==> config.mk <==
export PLATFORM = sky130hd
export DESIGN_NAME = ramp_sample_capture
export DESIGN_NICKNAME = d
export VERILOG_FILES = /design/src/rtl/ramp_cap_pkg.sv /design/src/rtl/rcap_sync.sv /design/src/rtl/rcap_ramp_ctr.sv /design/src/rtl/rcap_capture.sv /design/src/rtl/ramp_sample_capture.sv
export SDC_FILE = /design/constraint.sdc
export NUM_CORES = 1
export LEC_CHECK = 0
export BUFFER_PORTS_ARGS = -buffer_cell sky130_fd_sc_hd__buf_4
export CAP_MARGIN = 10
export CORE_ASPECT_RATIO = 0.9
export CORE_MARGIN = 3
export CORE_UTILIZATION = 25
export DETAILED_ROUTE_END_ITERATION = 10
export PLACE_DENSITY_LB_ADDON = 0.05
export SKIP_CTS_REPAIR_TIMING = 1
export SLEW_MARGIN = 10
export SYNTH_ARGS = -nofsm -noshare
export SYNTH_HDL_FRONTEND = slang
export SYNTH_SLANG_ARGS = --single-unit
==> constraint.sdc <==
create_clock -name clk -period 2.02 [get_ports clk]
set_clock_uncertainty 0.2 [all_clocks]
set_input_delay 0.202 -clock clk [delete_from_list [all_inputs] [get_ports clk]]
set_output_delay 0.202 -clock clk [all_outputs]
set_load 0.005 [all_outputs]
==> src/rtl/ramp_cap_pkg.sv <==
package ramp_cap_pkg;
  typedef enum logic {DIR_DOWN = 1'b0, DIR_UP = 1'b1} ramp_dir_e;
endpackage

==> src/rtl/rcap_sync.sv <==
module rcap_sync #(
  parameter int STAGES = 2
) (
  input  logic clk,
  input  logic rst_n,
  input  logic d_i,
  output logic q_o
);
  logic [STAGES-1:0] chain_q;

  generate
    for (genvar g = 0; g < STAGES; g++) begin : g_stage
      if (g == 0) begin : g_first
        always_ff @(posedge clk or negedge rst_n) begin
          if (!rst_n) chain_q[0] <= 1'b0;
          else        chain_q[0] <= d_i;
        end
      end else begin : g_next
        always_ff @(posedge clk or negedge rst_n) begin
          if (!rst_n) chain_q[g] <= 1'b0;
          else        chain_q[g] <= chain_q[g-1];
        end
      end
    end
  endgenerate

  assign q_o = chain_q[STAGES-1];
endmodule

==> src/rtl/rcap_ramp_ctr.sv <==
module rcap_ramp_ctr
  import ramp_cap_pkg::*;
#(
  parameter int CNT_W = 8
) (
  input  logic             clk,
  input  logic             rst_n,
  input  logic             restart_i,
  output logic [CNT_W-1:0] count_o,
  output logic             dir_up_o
);
  localparam logic [CNT_W-1:0] TOP = '1;

  function automatic logic [CNT_W-1:0] step_count(input logic [CNT_W-1:0] c, input logic up);
    if (up) return (c == TOP) ? TOP : c + 1'b1;
    else    return (c == '0)  ? '0  : c - 1'b1;
  endfunction

  function automatic logic [CNT_W-1:0] start_value(input logic up);
    return up ? '0 : TOP;
  endfunction

  ramp_dir_e        dir_q;
  logic [CNT_W-1:0] cnt_q;

  always_ff @(posedge clk or negedge rst_n) begin
    if (!rst_n) begin
      dir_q <= DIR_UP;
      cnt_q <= '0;
    end else if (restart_i) begin
      dir_q <= (dir_q == DIR_UP) ? DIR_DOWN : DIR_UP;
      cnt_q <= start_value(dir_q != DIR_UP);
    end else begin
      cnt_q <= step_count(cnt_q, dir_q == DIR_UP);
    end
  end

  assign count_o  = cnt_q;
  assign dir_up_o = (dir_q == DIR_UP);

  // direction flips and the counter sits at the start of the new ramp
  assert_dir_flip_R5: assert property (@(posedge clk) disable iff (!rst_n)
    restart_i |=> (dir_up_o != $past(dir_up_o)));
  assert_restart_value_R5: assert property (@(posedge clk) disable iff (!rst_n)
    restart_i |=> ((dir_up_o && count_o == '0) || (!dir_up_o && count_o == TOP)));
  // hold at the end value
  assert_hold_top_R2: assert property (@(posedge clk) disable iff (!rst_n)
    (!restart_i && dir_up_o && count_o == TOP) |=> (count_o == TOP));
  assert_hold_bottom_R2: assert property (@(posedge clk) disable iff (!rst_n)
    (!restart_i && !dir_up_o && count_o == '0) |=> (count_o == '0));
endmodule

==> src/rtl/rcap_capture.sv <==
module rcap_capture #(
  parameter int CNT_W  = 8,
  parameter int PART_W = 3,
  parameter int DROP_W = 8,
  parameter int SETTLE = 1,
  localparam int WORD_W = 1 + PART_W + CNT_W,
  localparam int SET_W  = $clog2(SETTLE + 1)
) (
  input  logic              clk,
  input  logic              rst_n,
  input  logic              det_sync_i,
  input  logic [CNT_W-1:0]  count_i,
  input  logic              dir_up_i,
  input  logic [PART_W-1:0] part_i,
  output logic              load_o,
  output logic              restart_o,
  output logic              valid_o,
  output logic [WORD_W-1:0] word_o,
  output logic [DROP_W-1:0] drop_cnt_o
);
  localparam logic [DROP_W-1:0] DROP_TOP = '1;

  function automatic logic [WORD_W-1:0] pack_sample(input logic up,
      input logic [PART_W-1:0] p, input logic [CNT_W-1:0] c);
    return {up, p, c};
  endfunction

  logic             det_q;
  logic             rst_pend_q;
  logic [SET_W-1:0] settle_q;
  logic             rise_w, hold_w, drop_w;

  assign rise_w    = det_sync_i & ~det_q;
  assign hold_w    = rst_pend_q | (settle_q != '0);
  assign load_o    = rise_w & ~hold_w;
  assign drop_w    = rise_w & hold_w;
  assign restart_o = rst_pend_q;

  always_ff @(posedge clk or negedge rst_n) begin
    if (!rst_n) begin
      det_q      <= 1'b0;
      rst_pend_q <= 1'b0;
      settle_q   <= '0;
      valid_o    <= 1'b0;
      word_o     <= '0;
      drop_cnt_o <= '0;
    end else begin
      det_q      <= det_sync_i;
      rst_pend_q <= load_o;
      valid_o    <= load_o;
      if (load_o) word_o <= pack_sample(dir_up_i, part_i, count_i);
      if (rst_pend_q)           settle_q <= SET_W'(SETTLE);
      else if (settle_q != '0)  settle_q <= settle_q - 1'b1;
      if (drop_w && drop_cnt_o != DROP_TOP) drop_cnt_o <= drop_cnt_o + 1'b1;
    end
  end

  // accepted crossings at least three clocks apart
  assert_load_spacing_R6: assert property (@(posedge clk) disable iff (!rst_n)
    load_o |-> (!$past(load_o) && !$past(load_o, 2)));
  // each accepted crossing yields exactly one valid sample
  assert_valid_follows_R4: assert property (@(posedge clk) disable iff (!rst_n)
    load_o |=> valid_o);
  assert_valid_single_R4: assert property (@(posedge clk) disable iff (!rst_n)
    valid_o |=> !valid_o);
  // a drop below the top value adds exactly one
  assert_drop_counts_R7: assert property (@(posedge clk) disable iff (!rst_n)
    (drop_w && drop_cnt_o != DROP_TOP) |=> (drop_cnt_o == $past(drop_cnt_o) + 1'b1));
  assert_drop_sticky_R7: assert property (@(posedge clk) disable iff (!rst_n)
    (drop_cnt_o == DROP_TOP) |=> (drop_cnt_o == DROP_TOP));
endmodule

==> src/rtl/ramp_sample_capture.sv <==
module ramp_sample_capture #(
  parameter int CNT_W   = 8,
  parameter int PART_W  = 3,
  parameter int DROP_W  = 8,
  parameter int SETTLE  = 1,
  parameter int SYNC_ST = 2,
  localparam int WORD_W = 1 + PART_W + CNT_W
) (
  input  logic              clk,
  input  logic              rst_n,
  input  logic              detect_async,
  input  logic [PART_W-1:0] part_code,
  output logic [CNT_W-1:0]  count_o,
  output logic              slope_up_o,
  output logic              load_o,
  output logic              sample_valid_o,
  output logic [WORD_W-1:0] sample_word_o,
  output logic [DROP_W-1:0] drop_count_o
);
  logic det_sync_w;
  logic restart_w;

  rcap_sync #(.STAGES(SYNC_ST)) u_sync (
    .clk(clk), .rst_n(rst_n), .d_i(detect_async), .q_o(det_sync_w)
  );

  rcap_ramp_ctr #(.CNT_W(CNT_W)) u_ctr (
    .clk(clk), .rst_n(rst_n), .restart_i(restart_w),
    .count_o(count_o), .dir_up_o(slope_up_o)
  );

  rcap_capture #(.CNT_W(CNT_W), .PART_W(PART_W), .DROP_W(DROP_W), .SETTLE(SETTLE)) u_cap (
    .clk(clk), .rst_n(rst_n), .det_sync_i(det_sync_w),
    .count_i(count_o), .dir_up_i(slope_up_o), .part_i(part_code),
    .load_o(load_o), .restart_o(restart_w), .valid_o(sample_valid_o),
    .word_o(sample_word_o), .drop_cnt_o(drop_count_o)
  );

  // restart comes one clock after the accepted crossing
  assert_restart_after_load_R5: assert property (@(posedge clk) disable iff (!rst_n)
    load_o |=> restart_w);
  // stored slope matches the direction in force at the load cycle
  assert_slope_field_R4: assert property (@(posedge clk) disable iff (!rst_n)
    load_o |=> (sample_word_o[WORD_W-1] == $past(slope_up_o)));
endmodule

==> results of run 1 <==
## layout by cell type (no fill, tap or decap), types with 2 or more instances in the layout
master / n
nor3b_1: 3
inv_1: 4
nand2_1: 6
nor3_2: 5
nand4_1: 3
xor2_1: 10
a21oi_1: 4
ha_1: 4
clkbuf_8: 6
nand3_1: 6
dlygate4sd3_1: 5
nor2_1: 6
nor2_2: 2
nor2b_1: 2
mux2_1: 12
and4_1: 2
buf_4: 43
a31oi_1: 2
dfrtp_1: 33
o31ai_1: 3
o21ai_1: 5
a211oi_1: 2
## cell usage after synthesis, types with 3 or more instances
library cell / count / share of area
inv_1: 4 / 0.0085
mux2_1: 12 / 0.077
buf_6: 4 / 0.026
buf_4: 3 / 0.013
xor2_1: 10 / 0.050
ha_1: 4 / 0.028
dfrtp_1: 33 / 0.47
nand4_1: 3 / 0.011
o31ai_1: 3 / 0.013
nor2_1: 6 / 0.013
nor3_2: 5 / 0.028
o21ai_1: 5 / 0.014
a21oi_1: 4 / 0.011
nand2_1: 6 / 0.013
nor3b_1: 3 / 0.013
nand3_1: 6 / 0.017
## final timing paths
check	slack, ns	end	from
worst max-delay path	0.17	u_ctr.count_o[6]$_DFF_PN0_	u_ctr.count_o[1]$_DFF_PN0_
worst min-delay path	0.16	u_sync.q_o$_DFF_PN0_	u_sync.chain_q[0]$_DFF_PN0_
worst max register to register	0.17	u_ctr.count_o[6]$_DFF_PN0_	u_ctr.count_o[1]$_DFF_PN0_
worst min register to register	0.16	u_sync.q_o$_DFF_PN0_	u_sync.chain_q[0]$_DFF_PN0_
max in group asynchronous	1.06	u_ctr.dir_up_o$_DFFE_PN1P_	rst_n
min in group asynchronous	0.21	u_cap.word_o[5]$_DFFE_PN0P_	rst_n
## per-layer routing
metal	track usage	up-vias	wire length, um
met5	0	-	0
met4	0.0354	0	38
met3	0.0307	4	228
met2	0.149	34	1730
met1	0.155	627	2060
li1	-	620	-
## report_power, final
part,switching [uW],internal (uW)
logic,552,721
registers,368,930
clock network,266,274
total,1190,1930
## cell families after synthesis
kind of cell	share of synthesized area
fa+ha+maj	0.0285
mux	0.0911
flops	0.485
compound gates	0.120
xor+xnor	0.0548
buf+inv	0.0527
simple gates	0.169
## flip-flops by register name (all words and copies together) (netlist names)
register / cells
u_cap.valid_o: 1
u_sync.q_o: 1
u_cap.settle_q: 1
u_cap.drop_cnt_o: 8
u_cap.det_q: 1
u_cap.word_o: 12
u_sync.chain_q: 1
u_ctr.dir_up_o: 1
u_ctr.count_o: 8
## per-stage QoR
| step | worst slack (ns) | power [uW] |
|---|---|---|
| final | 0.171 | 3110 |
| after floorplan | 0.357 | 1990 |
| after detailed placement | 0.200 | 2590 |
| after global placement | 0.193 | 2590 |
| after global routing | 0.0552 | 3350 |
| after CTS | 0.159 | 3160 |
## worst reg2reg max path: cells and delay by family, from the launching register on
kind	cells	cell delay [ns]
AND/OR/NAND/NOR	1	0.28
AO/OA/AOI/OAI	3	0.48
flip-flops	1	0.50
adder cells (fa/ha/maj)	1	0.30
## cell type report
type / count / area, um2 / area share
sequential: 34 / 852 / 0.374
multi-input combinational: 99 / 813 / 0.357
timing repair buffer: 49 / 393 / 0.172
tap: 90 / 113 / 0.0494
clock buffer: 6 / 82.6 / 0.0362
inverter: 4 / 15.0 / 0.00658
clock inverter: 2 / 12.5 / 0.00549
==> metrics.txt, run 1 <==
status finished clean; total CTS buffers 5; syn_nets ~160; CP top delay family flip-flops; die height approximately 86 um; Synth Area per Inst between 10 and 15 um2; CTS Sinks 34; CP startpoint kind register; unrepaired setup endpoints after global routing no; Die X 94.4 um; Clock Tree Buf Depth 2; die area 8080 um2; first-pass GRT wire length ~6.6 mm; initial antenna violation count 0; Pleak between 0.001 and 0.0015 uW; post-detailed-route DRC marker count 0; Boundary Pins 37; CTS tree built; Mapped Cells between 100 and 150; CTS H-tree depth 2; Slew @ Worst Pin between 0.4 and 0.5 ns; total negative slack 0 ns; vias in the first global route around 1.3k; critical-path cell list ha_1, and4_1, a211oi_1, a311o_1, o31ai_1; CTS Root Cell clkbuf_8; fin util 0.341; Area Overhead vs Synth 29.8%; Cells after DPL roughly 270; slowest stage cell, crit path dfrtp_1; sequential area share after synthesis 0.485; I/O Buffers 36; Post-synth top flop dfrtp_1; endpoint class of the critical path register; MaxCap Viol Count 0; minimum clock period between 1.5 and 2 ns; largest net degree at the start of global routing 35; Core Region ~6700 um2; Post-synth EDFFs 0; routability cong. approximately 0.8; Achievable Freq 541 MHz; CP bufs+invs 0; clk_lat worst skew roughly 0.29 ns; WP data arrival approximately 1.9 ns; Post-DP Area 2140 um2; peak per-stage delay on the critical path about 0.50 ns; PwrDens about 1400 nW/um2; Hold Path Depth 0; clock slew at reported path FFs roughly 0.08 ns; FF-to-FF path depth 5; Mapped Area approximately 1800 um2; vias per cell between 4 and 5; gr usage total 0.106; Levels on crit path 5; post-route insts no fill about 280; hold_ws approximately 0.16 ns; routed via count roughly 1.3k; Worst slew margin 0.677; Initial DRT Pass Iterations 4; Worst EP required around 2.0 ns; Final Hold Viols 0; Max VDD drop roughly 0.4 mV; filler instances 671; WL final slightly above 4 mm; Final period util 0.915; Hold Crit Class reg2reg; final instance area roughly 2300 um2; Setup Crit Path Kind reg2reg; async set or reset register ratio after synthesis 1.00; share of cells above drive strength 1 0.351; DRT iter0 DRCs 52; # diodes 0; worst-path maximum fanout 7; Starting Density 0.263; final setup vio count 0; post-synth cell types 45; Final #Nets 203; fin. max-slew vios 0; total gr overflow 0; routed len/inst about 14 um; post-route ant nets 0; number of synthesized register bits 34; dpl hpwl about 2.9 mm; Row Count 28; YS warnings 0
(Power assumes the default switching activity.)
==> run 2, diff against run 1 <==
--- a/config.mk
+++ b/config.mk
@@ -9,7 +9,7 @@
 export CAP_MARGIN = 10
 export CORE_ASPECT_RATIO = 0.9
 export CORE_MARGIN = 3
-export CORE_UTILIZATION = 25
+export CORE_UTILIZATION = 38
 export DETAILED_ROUTE_END_ITERATION = 10
 export PLACE_DENSITY_LB_ADDON = 0.05
 export SKIP_CTS_REPAIR_TIMING = 1
==> run 2 against run 1 <==
Highest routed layer unchanged; cell count shrank 12%; register-to-register slack is essentially flat; clock power grew 13%; wire length shrank 7.5%; sequential share of layout area grew 1.1 points; first-iteration DRC count grew 40%.
==> metrics.txt, run 2 (same netlist as run 1, synthesis figures left out) <==
status finished clean; die height 70.5 um (-18%); Max VDD drop 0.720 mV (+80%); fin. max-slew vios 0 (unchanged); share of cells above drive strength 1 0.337 (-0.0137); Final Hold Viols 0 (unchanged); most frequent cells in the layout buf_4, dfrtp_1, mux2_1; dpl hpwl 2.68 mm (-7.0%); routed len/inst 15.0 um (+5.1%); Worst slew margin 0.714 (+0.0374); filler instances 371 (-45%); Core Region 4270 um2 (-36%); vias per cell 5.07 (+12%); Cells after DPL 237 (-13%); vias in the first global route 1254 (-1.0%); Clock Tree Buf Depth 2 (unchanged); Post-DP Area 2060 um2 (-3.7%); largest net degree at the start of global routing 35 (unchanged); first-pass GRT wire length 6.18 mm (-6.7%); Hold Crit Class reg2reg; post-route ant nets 0 (unchanged); Boundary Pins 37 (unchanged); most common cell after layout, fill and taps aside buf_4; Setup Crit Path Kind reg2out; Slew @ Worst Pin 0.418 ns (-0.0668 ns); clk_lat worst skew 0.28 ns (about the same); routability cong. 0.815 (-0.28%); WP data arrival 1.49 ns (-0.36 ns); endpoint class of the critical path output pin; post-route insts no fill 250 (-12%); final instance area 2210 um2 (-2.9%); DRT iter0 DRCs 73 (+40%); die area 5480 um2 (-32%); Area Overhead vs Synth 26.0%; I/O Buffers 36 (unchanged); unrepaired setup endpoints after global routing no; Row Count 22 (-21%); Post-Place Setup Slack 0.193 ns (-0.00632 ns); PwrDens 1400 nW/um2 (+2.8%); CTS Root Cell clkbuf_8; CTS tree built; Pwr Total 3110 uW (-0.17%); area of the multi-input gates 813 um2 (unchanged); minimum clock period 1.89 ns (+0.0398 ns); Initial DRT Pass Iterations 4 (unchanged); Reg with most FFs u_cap.word_o; CP startpoint kind register; Starting Density 0.412 (+0.149); initial antenna violation count 0 (unchanged); Die X 77.7 um (-18%); final setup vio count 0 (unchanged); routed via count 1268 (-1.3%); CTS H-tree depth 2 (unchanged); total negative slack 0 ns (unchanged); FF+latch area 852 um2 (unchanged); MaxCap Viol Count 0 (unchanged); # diodes 0 (unchanged); total gr overflow 0 (unchanged); post-route setup slack 0.131 ns (-0.0398 ns); Achievable Freq 529 MHz (-2.1%); clock slew at reported path FFs 0.07 ns (about the same); Pleak 0.00100 uW (-1.1%); Worst EP required 1.62 ns (-0.40 ns); post-detailed-route DRC marker count 0 (unchanged); WL final 3.75 mm (-7.5%); CTS Sinks 34 (unchanged); max reg flops 12 (unchanged); worst-path maximum fanout 14 (+7); Final period util 0.935 (+0.0197); gr usage total 0.144 (+0.0382); Final #Nets 199 (-2.0%); total CTS buffers 5 (unchanged)
[run 2: final timing paths]
kind	start	endpoint	slack [ns]	cells past startpoint
max	u_cap.det_q$_DFF_PN0_	load_o	0.13	4
min	u_sync.chain_q[0]$_DFF_PN0_	u_sync.q_o$_DFF_PN0_	0.16	0
max reg2reg	u_ctr.count_o[0]$_DFF_PN0_	u_ctr.count_o[6]$_DFF_PN0_	0.18	5
min reg2reg	u_sync.chain_q[0]$_DFF_PN0_	u_sync.q_o$_DFF_PN0_	0.16	0
max in group asynchronous	rst_n	u_ctr.dir_up_o$_DFFE_PN1P_	1.08	2
min in group asynchronous	rst_n	u_ctr.count_o[5]$_DFF_PN0_	0.20	2
[run 2: worst max-delay path, stage by stage (launching register included)]
cell,delay (ns)
dfrtp_1,0.38
nor2b_2,0.22
nor3b_4,0.21
buf_4,0.25
buf_4,0.15
[run 2: power breakdown]
part | internal (uW) | total, uW | switching (uW) | leakage (uW)
logic | 674 | 1190 | 517 | 0.000536
registers | 930 | 1310 | 376 | 0.000408
clock network | 363 | 609 | 247 | 0.0000579
total | 1970 | 3110 | 1140 | 0.00100
[run 2: metrics by stage]
stage / util / hold WS (ns)
6_report: 0.519 / 0.158
5_1_grt: 0.519 / 0.183
4_1_cts: 0.507 / -0.334
3_5_place_dp: 0.482 / -0.0205
3_3_place_gp: 0.482 / -0.0268
2_1_floorplan: - / -0.294
[run 2: per-layer routing]
layer	global-route usage	vias up	part of all wire
met2	0.208	36	0.45
li1	-	611	-
met4	0.0593	0	0.017
met5	0	-	0
met1	0.199	613	0.47
met3	0.0464	8	0.058
[run 2: area by class of cell]
| cell class | count | area share |
|---|---|---|
| clock buffers | 5 | 0.0311 |
| repair buffers | 45 | 0.158 |
| inverters | 4 | 0.00678 |
| flip-flops and latches | 34 | 0.385 |
| clock inverters | 3 | 0.0181 |
| multi-input cells | 99 | 0.367 |
| well taps | 60 | 0.0339 |
